<file path="config.mk">
export PLATFORM = sky130hd
export DESIGN_NAME = bcd_cutoff_counter
export DESIGN_NICKNAME = d
export VERILOG_FILES = /design/src/rtl/bcd_cutoff_counter.sv
export SDC_FILE = /design/constraint.sdc
export NUM_CORES = 1
export LEC_CHECK = 0
export BUFFER_PORTS_ARGS = -buffer_cell sky130_fd_sc_hd__buf_2
export CORE_AREA = 2 2 39 41
export DETAILED_ROUTE_END_ITERATION = 16
export DIE_AREA = 0 0 41 43
export GPL_ROUTABILITY_DRIVEN = 0
export PLACE_DENSITY_LB_ADDON = 0.2
export SYNTH_ARGS = -nofsm -noshare
export SYNTH_HDL_FRONTEND = slang
export SYNTH_SLANG_ARGS = --single-unit
</file>
<file path="constraint.sdc">
create_clock -name clk -period 2.89 [get_ports clk]
set_clock_uncertainty 0.2 [all_clocks]
set_input_delay 0.289 -clock clk [delete_from_list [all_inputs] [get_ports clk]]
set_output_delay 0.289 -clock clk [all_outputs]
set_load 0.005 [all_outputs]
</file>
<file path="src/rtl/bcd_cutoff_counter.sv">
`timescale 1ns/1ps
module bcd_cutoff_counter #(
  parameter int W    = 4,
  parameter int LAST = 9,
  parameter int SELW = 3
) (
  input  logic            clk,
  input  logic            rst,
  input  logic            cnt_en,
  input  logic [SELW-1:0] tap_a,
  input  logic [SELW-1:0] tap_b,
  output logic [W-1:0]    count,
  output logic            tc
);
  localparam logic [SELW-1:0] SEL_HIGH = SELW'(W);
  localparam logic [W-1:0]    LAST_V   = W'(LAST);

  function automatic logic tap_level(input logic [SELW-1:0] sel, input logic [W-1:0] v);
    logic lvl;
    lvl = (sel == SEL_HIGH);
    for (int i = 0; i < W; i++)
      if (sel == SELW'(i)) lvl = v[i];
    return lvl;
  endfunction

  logic [W-1:0] step, nxt;

  assign step = (count == LAST_V) ? '0 : count + 1'b1;
  assign nxt  = (tap_level(tap_a, step) && tap_level(tap_b, step)) ? '0 : step;
  assign tc   = cnt_en && (nxt == '0);

  always_ff @(posedge clk) begin
    if (rst)         count <= '0;
    else if (cnt_en) count <= nxt;
  end
endmodule

</file>
==> results of run 1 <==
==> worst max-delay path: cells and delay by family (launching register included) <==
family / cells / cell delay, ps
AO/OA/AOI/OAI: 3 / 480
buffers and inverters: 1 / 120
flip-flops: 1 / 550
AND/OR/NAND/NOR: 2 / 530
==> routing by layer <==
layer / GRT usage [%] / wire (um) / vias to the layer above
met4: 8.00 / 0 / 0
met3: 3.14 / 12 / 0
met1: 20.6 / 467 / 207
met2: 18.4 / 470 / 4
li1: - / - / 231
met5: 0 / 0 / -
==> power by group through the flow <==
| stage | clock (W) | sequential [W] | combinational, W |
|---|---|---|---|
| after detailed placement | 0 | 0.0000658 | 0.0000497 |
| after CTS | 0.0000699 | 0.0000649 | 0.0000501 |
| after global routing | 0.0000728 | 0.0000660 | 0.0000554 |
| final | 0.0000660 | 0.0000648 | 0.0000496 |
| after global placement | 0 | 0.0000655 | 0.0000501 |
| after floorplan | 0 | 0.0000613 | 0.0000396 |
==> layout make-up <==
class                           instances  share of cell area (%)
Multi-Input combinational cell         45                    64.9
Inverter                                1                   0.688
Sequential cell                         4                    14.7
Tap cell                               16                    3.67
Timing Repair Buffer                   13                    11.9
Clock buffer                            3                    4.13
==> cells in the mapped netlist <==
cell type | n | area (um2)
sky130_fd_sc_hd__o21ai_0 | 2 | 10.0
sky130_fd_sc_hd__inv_1 | 1 | 3.75
sky130_fd_sc_hd__o211a_1 | 1 | 10.0
sky130_fd_sc_hd__o21a_1 | 2 | 15.0
sky130_fd_sc_hd__a32oi_2 | 1 | 16.3
sky130_fd_sc_hd__o2111ai_1 | 1 | 8.76
sky130_fd_sc_hd__or2b_1 | 2 | 15.0
sky130_fd_sc_hd__o2bb2ai_1 | 1 | 8.76
sky130_fd_sc_hd__and2b_1 | 2 | 15.0
sky130_fd_sc_hd__buf_6 | 2 | 22.5
sky130_fd_sc_hd__a2111o_1 | 1 | 11.3
sky130_fd_sc_hd__dfxtp_1 | 4 | 80.1
sky130_fd_sc_hd__a21bo_2 | 1 | 10.0
sky130_fd_sc_hd__and2_1 | 1 | 6.26
sky130_fd_sc_hd__nand4b_1 | 1 | 8.76
sky130_fd_sc_hd__o22a_1 | 1 | 8.76
sky130_fd_sc_hd__and3b_1 | 1 | 8.76
sky130_fd_sc_hd__a21oi_1 | 4 | 20.0
sky130_fd_sc_hd__a21boi_0 | 2 | 15.0
sky130_fd_sc_hd__nand2_1 | 2 | 7.51
sky130_fd_sc_hd__nor2_1 | 1 | 3.75
sky130_fd_sc_hd__o211ai_2 | 1 | 12.5
sky130_fd_sc_hd__nor2b_1 | 1 | 6.26
sky130_fd_sc_hd__nand3_1 | 1 | 5.00
sky130_fd_sc_hd__nand2b_4 | 1 | 13.8
sky130_fd_sc_hd__o32ai_4 | 1 | 27.5
sky130_fd_sc_hd__o22ai_1 | 1 | 6.26
sky130_fd_sc_hd__o21ai_1 | 3 | 15.0
sky130_fd_sc_hd__nand2b_1 | 6 | 37.5
sky130_fd_sc_hd__o2111ai_2 | 1 | 15.0
sky130_fd_sc_hd__or3b_1 | 1 | 8.76
sky130_fd_sc_hd__nand3b_1 | 1 | 7.51
==> metrics by stage <==
step | std cells | area (um2) | power [W] | hold WS, ps
global route | 82 | 546 | 0.000194 | 78.5
floorplan | 52 | 460 | 0.000101 | 158
CTS | 82 | 546 | 0.000185 | 61.2
finish | 82 | 546 | 0.000180 | 71.0
global placement | 79 | 523 | 0.000116 | 302
detailed placement | 79 | 523 | 0.000116 | 308
==> worst paths after layout <==
path              startpoint       end  slack, ps  cells past startpoint
setup / recovery    count[0]        tc        480                      6
hold / removal           rst  count[2]         70                      2
setup reg to reg    count[0]  count[3]       1050                      5
hold reg to reg     count[3]  count[3]        340                      2
==> logic make-up after synthesis <==
group | Yosys count
buf+inv | 3
simple gates | 21
compound gates | 24
flops | 4
==> impl_metrics.prom, run 1 <==
# TYPE chip_impl_metric gauge
chip_impl_info{name="run_status",value="finished, final reports clean"} 1
chip_impl_metric{name="multi_input_area",unit="um2"} 354
chip_impl_metric{name="synth_mux_area_share",unit="%"} 0
chip_impl_metric{name="vias",unit=""} 442
chip_impl_metric{name="clk_pin_slew_worst_setup_hold_paths",unit="ps"} 40
chip_impl_metric{name="floorplan.io_pins",unit=""} 14
chip_impl_metric{name="die_height",unit="um"} 43
chip_impl_info{name="clock_tree.root_cell",value="sky130_fd_sc_hd__clkbuf_4"} 1
chip_impl_metric{name="post_synth.cell_area_avg",unit="um2"} 8.85
chip_impl_metric{name="power.density_cell_area",unit="mW/mm2"} 331
chip_impl_metric{name="power_switching",unit="W"} 0.0000507
chip_impl_metric{name="syn-cell-area",unit="um2"} 460
chip_impl_info{name="layout_commonest_cell",value="sky130_fd_sc_hd__buf_2"} 1
chip_impl_metric{name="worst_skew_pair.late_latency",unit="ps"} 230
chip_impl_metric{name="worstPathArrival",unit="ps"} 1920
chip_impl_metric{name="floorplan.die_area",unit="mm2"} 0.00176
chip_impl_metric{name="synth.net_count",unit=""} 61
chip_impl_metric{name="cp_slowest_stage_delay",unit="ps"} 550
chip_impl_metric{name="floorplan.initialDensity",unit="%"} 33.3
chip_impl_metric{name="max_slew.worst_pin.slew",unit="ps"} 457
chip_impl_metric{name="route.detailed.drc",unit=""} 0
chip_impl_info{name="start_kind",value="flop"} 1
chip_impl_metric{name="worstPathRequired",unit="ps"} 2400
chip_impl_metric{name="wire_length_per_cell_after_detailed_routing",unit="um"} 11.6
chip_impl_metric{name="proportion_of_layout_cells_with_a_drive_suffix_above_1",unit="%"} 33.3
chip_impl_info{name="worstHoldPathType",value="in -> reg"} 1
chip_impl_metric{name="hpwl",unit="um"} 715
chip_impl_metric{name="largest_register_ffs",unit=""} 4
chip_impl_metric{name="internal_power",unit="W"} 0.000130
chip_impl_metric{name="antenna_cells_inserted",unit=""} 0
chip_impl_metric{name="finalMaxSlewViolations",unit=""} 0
chip_impl_metric{name="p_sw_share",unit="%"} 28.1
chip_impl_metric{name="pre_cts_slack",unit="ps"} 710
chip_impl_metric{name="ant_nets",unit=""} 0
chip_impl_metric{name="synth_fa_ha_area_share",unit="%"} 0
chip_impl_metric{name="timing.slew.headroom",unit="%"} 69.3
chip_impl_metric{name="vdd_ir_drop_max",unit="V"} 0.000181
chip_impl_metric{name="final_tns_setup",unit="ps"} 0
chip_impl_metric{name="grt_pass1_vias",unit=""} 399
chip_impl_metric{name="timing.final.setup_violations",unit=""} 0
chip_impl_metric{name="max_cap_viol_count",unit=""} 0
chip_impl_metric{name="chipWidth",unit="um"} 41
chip_impl_metric{name="post_cts_resize_count",unit=""} 0
chip_impl_metric{name="drt_pre_antenna_iters",unit=""} 4
chip_impl_metric{name="areaGrowthSynthToFinish",unit="%"} 18.5
chip_impl_metric{name="coreArea",unit="mm2"} 0.00138
chip_impl_metric{name="power_frac_seq",unit="%"} 35.9
chip_impl_metric{name="yosys.area_share.simple",unit="%"} 31.3
chip_impl_metric{name="worst_slack",unit="ps"} 484
chip_impl_metric{name="yosys.area_share.xor_xnor",unit="%"} 0
chip_impl_metric{name="hold_viol",unit=""} 0
chip_impl_metric{name="cts_inserted_buffers",unit=""} 3
chip_impl_metric{name="achievable-frequency",unit="MHz"} 416
chip_impl_metric{name="nFillCells",unit=""} 154
chip_impl_metric{name="grt_overflow_total",unit=""} 0
chip_impl_info{name="tritoncts",value="built"} 1
chip_impl_metric{name="ys_warn_count",unit=""} 0
chip_impl_metric{name="clock_sinks",unit=""} 4
chip_impl_metric{name="cts-htree-levels",unit=""} 1
chip_impl_metric{name="holdBufCountCts",unit=""} 0
chip_impl_metric{name="synth_compound_gate_area_share",unit="%"} 45.7
chip_impl_info{name="critPathCaptureType",value="output port"} 1
chip_impl_metric{name="maximum_number_of_pins_on_one_net_before_global_route_repair",unit=""} 15
chip_impl_metric{name="clock_path_buffers",unit=""} 2
chip_impl_info{name="setup_repair_after_global_routing_missed_its_margin",value="false"} 1
chip_impl_info{name="registers.top_by_ff_count",value="count"} 1
chip_impl_metric{name="sequential_fraction_of_the_synthesis_area",unit="%"} 17.4
chip_impl_metric{name="post_cts_setup_repair_bufs",unit=""} 0
chip_impl_metric{name="overall_global_routing_resource_usage",unit="%"} 14.2
chip_impl_metric{name="critical_path.max_fanout",unit=""} 14
chip_impl_metric{name="synth.distinct_cells",unit=""} 32
chip_impl_info{name="worst-setup-path-type",value="reg -> out"} 1
chip_impl_metric{name="clock_power_share",unit="%"} 36.6
chip_impl_info{name="layout_top_registers",value="count x4"} 1
chip_impl_metric{name="drtIter0Drc",unit=""} 5
chip_impl_metric{name="postSynthCellCount",unit=""} 52
chip_impl_info{name="dominant_combinational_cell_family_by_area_after_synthesis",value="compound AO/OA/AOI/OAI gates"} 1
chip_impl_metric{name="core.rowCount",unit=""} 14
chip_impl_metric{name="register_area",unit="um2"} 80.1
chip_impl_metric{name="routed_wirelength",unit="um"} 950
chip_impl_metric{name="finalCritPeriodShare",unit="%"} 83.2
chip_impl_info{name="most-common-layout-cells",value="13 x sky130_fd_sc_hd__buf_2, 6 x sky130_fd_sc_hd__nand2b_1, 4 x sky130_fd_sc_hd__a21oi_1, 4 x sky130_fd_sc_hd__dfxtp_1"} 1
chip_impl_metric{name="design.final.nets",unit=""} 77
chip_impl_metric{name="final_core_density",unit="%"} 39.4
chip_impl_metric{name="p_comb_share",unit="%"} 27.5
chip_impl_metric{name="grt_pass1_wl",unit="um"} 1730
chip_impl_metric{name="avgViaCountPerCell",unit=""} 5.39
chip_impl_info{name="timing.critical_path.cells",value="or3b_1 > o211a_1 > o2111ai_2 > o22ai_1 > and2_1 > buf_2"} 1
chip_impl_metric{name="finalWorstPathRequiredPeriod",unit="ps"} 2410
chip_impl_metric{name="synth.ff_latch_count",unit=""} 4
chip_impl_metric{name="power_leakage",unit="nW"} 0.217
chip_impl_metric{name="antenna_found_initial",unit=""} 0
chip_impl_info{name="slowest_cp_cell",value="sky130_fd_sc_hd__dfxtp_1"} 1
chip_impl_metric{name="numPortBuffers",unit=""} 13
No activity file was read; power rests on OpenSTA's default activity.
==> inputs of run 2 (changes only) <==
--- a/config.mk
+++ b/config.mk
@@ -5,6 +5,7 @@
 export SDC_FILE = /design/constraint.sdc
 export NUM_CORES = 1
 export LEC_CHECK = 0
+export ABC_AREA = 1
 export BUFFER_PORTS_ARGS = -buffer_cell sky130_fd_sc_hd__buf_2
 export CORE_AREA = 2 2 39 41
 export DETAILED_ROUTE_END_ITERATION = 16
==> constraint.sdc (replaced) <==
create_clock -name clk -period 2.5 [get_ports clk]
set_clock_uncertainty 0.2 [all_clocks]
set_input_delay 0.25 -clock clk [delete_from_list [all_inputs] [get_ports clk]]
set_output_delay 0.25 -clock clk [all_outputs]
set_load 0.005 [all_outputs]
==> run 2 against run 1 <==
  * Register-to-register slack worse by 30 ps
  * Cell count is 16% higher
  * Setup slack worse by 20 ps
  * First-iteration DRC count is 60% higher
  * Routed wire length is 7.8% lower
  * Combinational power is 22% higher
  * Flip-flop and latch count stayed put
  * Critical endpoint unchanged
  * Highest routed layer is now met4
==> impl_metrics.prom, run 2 <==
# TYPE chip_impl_metric gauge
chip_impl_info{name="run_status",value="finished, final reports clean"} 1
chip_impl_info{name="most-common-layout-cells",value="20 x sky130_fd_sc_hd__nand2_1, 13 x sky130_fd_sc_hd__buf_2, 11 x sky130_fd_sc_hd__inv_1, 6 x sky130_fd_sc_hd__nor2_1, 5 x sky130_fd_sc_hd__o21ai_0"} 1
chip_impl_metric{name="hpwl",unit="um"} 712
chip_impl_info{name="critPathCaptureType",value="output port"} 1
chip_impl_metric{name="areaGrowthSynthToFinish",unit="%"} 31.2
chip_impl_metric{name="clock_sinks",unit=""} 4
chip_impl_metric{name="wire_length_per_cell_after_detailed_routing",unit="um"} 9.22
chip_impl_metric{name="timing.slew.headroom",unit="%"} 82.1
chip_impl_metric{name="register_area",unit="um2"} 80.1
chip_impl_metric{name="proportion_of_layout_cells_with_a_drive_suffix_above_1",unit="%"} 26.6
chip_impl_metric{name="core.rowCount",unit=""} 14
chip_impl_metric{name="synth-edff-count",unit=""} 0
chip_impl_metric{name="vdd_ir_drop_max",unit="V"} 0.000171
chip_impl_metric{name="holdBufCountCts",unit=""} 0
chip_impl_info{name="worst-setup-path-type",value="reg -> out"} 1
chip_impl_metric{name="maximum_number_of_pins_on_one_net_before_global_route_repair",unit=""} 9
chip_impl_metric{name="power_leakage",unit="nW"} 0.269
chip_impl_metric{name="final_tns_setup",unit="ps"} 0
chip_impl_metric{name="design.final.nets",unit=""} 90
chip_impl_info{name="cell_with_the_most_instances_after_synthesis",value="sky130_fd_sc_hd__nand2_1"} 1
chip_impl_metric{name="worst_slack",unit="ps"} 464
chip_impl_metric{name="synth_mux_area_share",unit="%"} 0
chip_impl_metric{name="synth.distinct_cells",unit=""} 14
chip_impl_info{name="clock_tree.root_cell",value="sky130_fd_sc_hd__clkbuf_4"} 1
chip_impl_info{name="post-synth-top-area-cell",value="sky130_fd_sc_hd__dfxtp_1"} 1
chip_impl_metric{name="timing.final.setup_violations",unit=""} 0
chip_impl_metric{name="grt_overflow_total",unit=""} 0
chip_impl_metric{name="post_cts_resize_count",unit=""} 0
chip_impl_metric{name="clock_path_buffers",unit=""} 2
chip_impl_info{name="layout_commonest_cell",value="sky130_fd_sc_hd__nand2_1"} 1
chip_impl_metric{name="finalCritPeriodShare",unit="%"} 81.4
chip_impl_metric{name="drt_pre_antenna_iters",unit=""} 4
chip_impl_metric{name="overall_global_routing_resource_usage",unit="%"} 12.2
chip_impl_metric{name="grt_pass1_vias",unit=""} 337
chip_impl_metric{name="ant_nets",unit=""} 0
chip_impl_metric{name="hold_viol",unit=""} 0
chip_impl_metric{name="synth_fa_ha_area_share",unit="%"} 0
chip_impl_metric{name="yosys.area_share.simple",unit="%"} 44.9
chip_impl_metric{name="antenna_found_initial",unit=""} 0
chip_impl_info{name="tritoncts",value="built"} 1
chip_impl_metric{name="max_slew.worst_pin.slew",unit="ps"} 266
chip_impl_metric{name="numPortBuffers",unit=""} 13
chip_impl_metric{name="critical_path.max_fanout",unit=""} 6
chip_impl_info{name="dominant_combinational_cell_family_by_area_after_synthesis",value="simple AND/OR/NAND/NOR gates"} 1
chip_impl_metric{name="max_cap_viol_count",unit=""} 0
chip_impl_metric{name="die_height",unit="um"} 43
chip_impl_metric{name="coreArea",unit="mm2"} 0.00138
chip_impl_metric{name="chipWidth",unit="um"} 41
chip_impl_metric{name="vias",unit=""} 435
chip_impl_metric{name="nFillCells",unit=""} 171
chip_impl_metric{name="yosys.area_share.xor_xnor",unit="%"} 0
chip_impl_metric{name="cts_inserted_buffers",unit=""} 3
chip_impl_metric{name="post_synth.cell_area_avg",unit="um2"} 5.48
chip_impl_metric{name="multi_input_area",unit="um2"} 220
chip_impl_info{name="start_kind",value="flop"} 1
chip_impl_metric{name="clk_pin_slew_worst_setup_hold_paths",unit="ps"} 40
chip_impl_metric{name="floorplan.die_area",unit="mm2"} 0.00176
chip_impl_metric{name="syn-cell-area",unit="um2"} 345
chip_impl_metric{name="post_cts_setup_repair_bufs",unit=""} 0
chip_impl_metric{name="routed_wirelength",unit="um"} 876
chip_impl_metric{name="postSynthCellCount",unit=""} 63
chip_impl_metric{name="synth.ff_latch_count",unit=""} 4
chip_impl_info{name="synth.top_cells.by_count",value="20 x sky130_fd_sc_hd__nand2_1, 11 x sky130_fd_sc_hd__inv_1, 6 x sky130_fd_sc_hd__nor2_1"} 1
chip_impl_metric{name="antenna_cells_inserted",unit=""} 0
chip_impl_metric{name="worst_skew_pair.late_latency",unit="ps"} 240
chip_impl_metric{name="synth.net_count",unit=""} 72
chip_impl_metric{name="largest_register_ffs",unit=""} 4
chip_impl_metric{name="floorplan.initialDensity",unit="%"} 25.0
chip_impl_info{name="setup_repair_after_global_routing_missed_its_margin",value="false"} 1
chip_impl_metric{name="worstPathRequired",unit="ps"} 2050
chip_impl_metric{name="route.detailed.drc",unit=""} 0
chip_impl_info{name="yosys_most_used_dff",value="sky130_fd_sc_hd__dfxtp_1"} 1
chip_impl_metric{name="pre_cts_slack",unit="ps"} 703
chip_impl_metric{name="achievable-frequency",unit="MHz"} 491
chip_impl_info{name="netlist_top_cells_area",value="sky130_fd_sc_hd__dfxtp_1 23%, sky130_fd_sc_hd__nand2_1 22%, sky130_fd_sc_hd__inv_1 12%"} 1
chip_impl_metric{name="cts-htree-levels",unit=""} 1
chip_impl_metric{name="synth_compound_gate_area_share",unit="%"} 18.8
chip_impl_metric{name="ys_warn_count",unit=""} 0
chip_impl_metric{name="drtIter0Drc",unit=""} 8
chip_impl_metric{name="grt_pass1_wl",unit="um"} 1410
chip_impl_metric{name="worstPathArrival",unit="ps"} 1590
chip_impl_metric{name="avgViaCountPerCell",unit=""} 4.58
chip_impl_metric{name="sequential_fraction_of_the_synthesis_area",unit="%"} 23.2
chip_impl_info{name="layout_top_registers",value="count x4"} 1
chip_impl_metric{name="power.density_cell_area",unit="mW/mm2"} 477
chip_impl_info{name="worstHoldPathType",value="in -> reg"} 1
chip_impl_metric{name="synthDominantCellAreaShare",unit="%"} 23.2
chip_impl_metric{name="floorplan.io_pins",unit=""} 14
chip_impl_info{name="registers.top_by_ff_count",value="count"} 1
chip_impl_metric{name="finalMaxSlewViolations",unit=""} 0
chip_impl_metric{name="finalWorstPathRequiredPeriod",unit="ps"} 2040
chip_impl_metric{name="synth-async-reset-ratio",unit="%"} 0
run 2: routing by layer:
| layer | up-vias | part of all wire (%) | global-route usage [%] |
|---|---|---|---|
| met5 | - | 0 | 0 |
| met4 | 0 | 3.5 | 12.0 |
| met3 | 3 | 5.6 | 1.57 |
| met2 | 14 | 43 | 15.6 |
| met1 | 187 | 47 | 16.3 |
| li1 | 231 | - | - |
run 2: cells by family (layout without fill, tap and decap cells):
family                 after synthesis  in the layout
and+or+nand+nor                     35             35
AOI/OAI and AO/OA                   12             12
buffers and inverters               12             28
DFF                                  4              4
run 2: cell type report:
class                           count  area share, %
Multi-Input combinational cell     47           48.6
Sequential cell                     4           17.7
Timing Repair Buffer               13           14.4
Inverter                           12           9.94
Clock buffer                        3           4.97
Tap cell                           16           4.42
run 2: worst paths after layout:
check | startpoint | to | slack (ps) | cells after the start
setup / recovery | count[0] | tc | 460 | 11
hold / removal | cnt_en | count[1] | 80 | 2
setup reg to reg | count[0] | count[0] | 1020 | 8
hold reg to reg | count[2] | count[2] | 360 | 2
run 2: per-stage QoR:
stage / area [um2] / power (W) / std cells / hold WS [ps] / utilization (%)
2_1_floorplan: 345 / 0.000114 / 63 / 143 / -
3_3_place_gp: 430 / 0.000138 / 92 / 330 / 31.1
3_5_place_dp: 430 / 0.000138 / 92 / 335 / 31.1
4_1_cts: 453 / 0.000221 / 95 / 80.1 / 32.7
5_1_grt: 453 / 0.000233 / 95 / 104 / 32.7
6_report: 453 / 0.000216 / 95 / 84.2 / 32.7
run 2: critical path, cell delays in order, from the launching register on:
cell and delay, ps:
sky130_fd_sc_hd__dfxtp_1 410, sky130_fd_sc_hd__inv_2 90, sky130_fd_sc_hd__nor2_1 90, sky130_fd_sc_hd__nand2_1 70, sky130_fd_sc_hd__nand2_2 90, sky130_fd_sc_hd__nand2_1 70, sky130_fd_sc_hd__nand3_2 90, sky130_fd_sc_hd__nand3_2 110
sky130_fd_sc_hd__o31ai_1 100, sky130_fd_sc_hd__nand2_1 80, sky130_fd_sc_hd__inv_1 50, sky130_fd_sc_hd__buf_2 100
run 2: power by group:
part | switching, W | internal, W
combinational | 0.0000363 | 0.0000243
clock | 0.0000262 | 0.0000537
sequential | 0.00000614 | 0.0000692
total | 0.0000686 | 0.000147
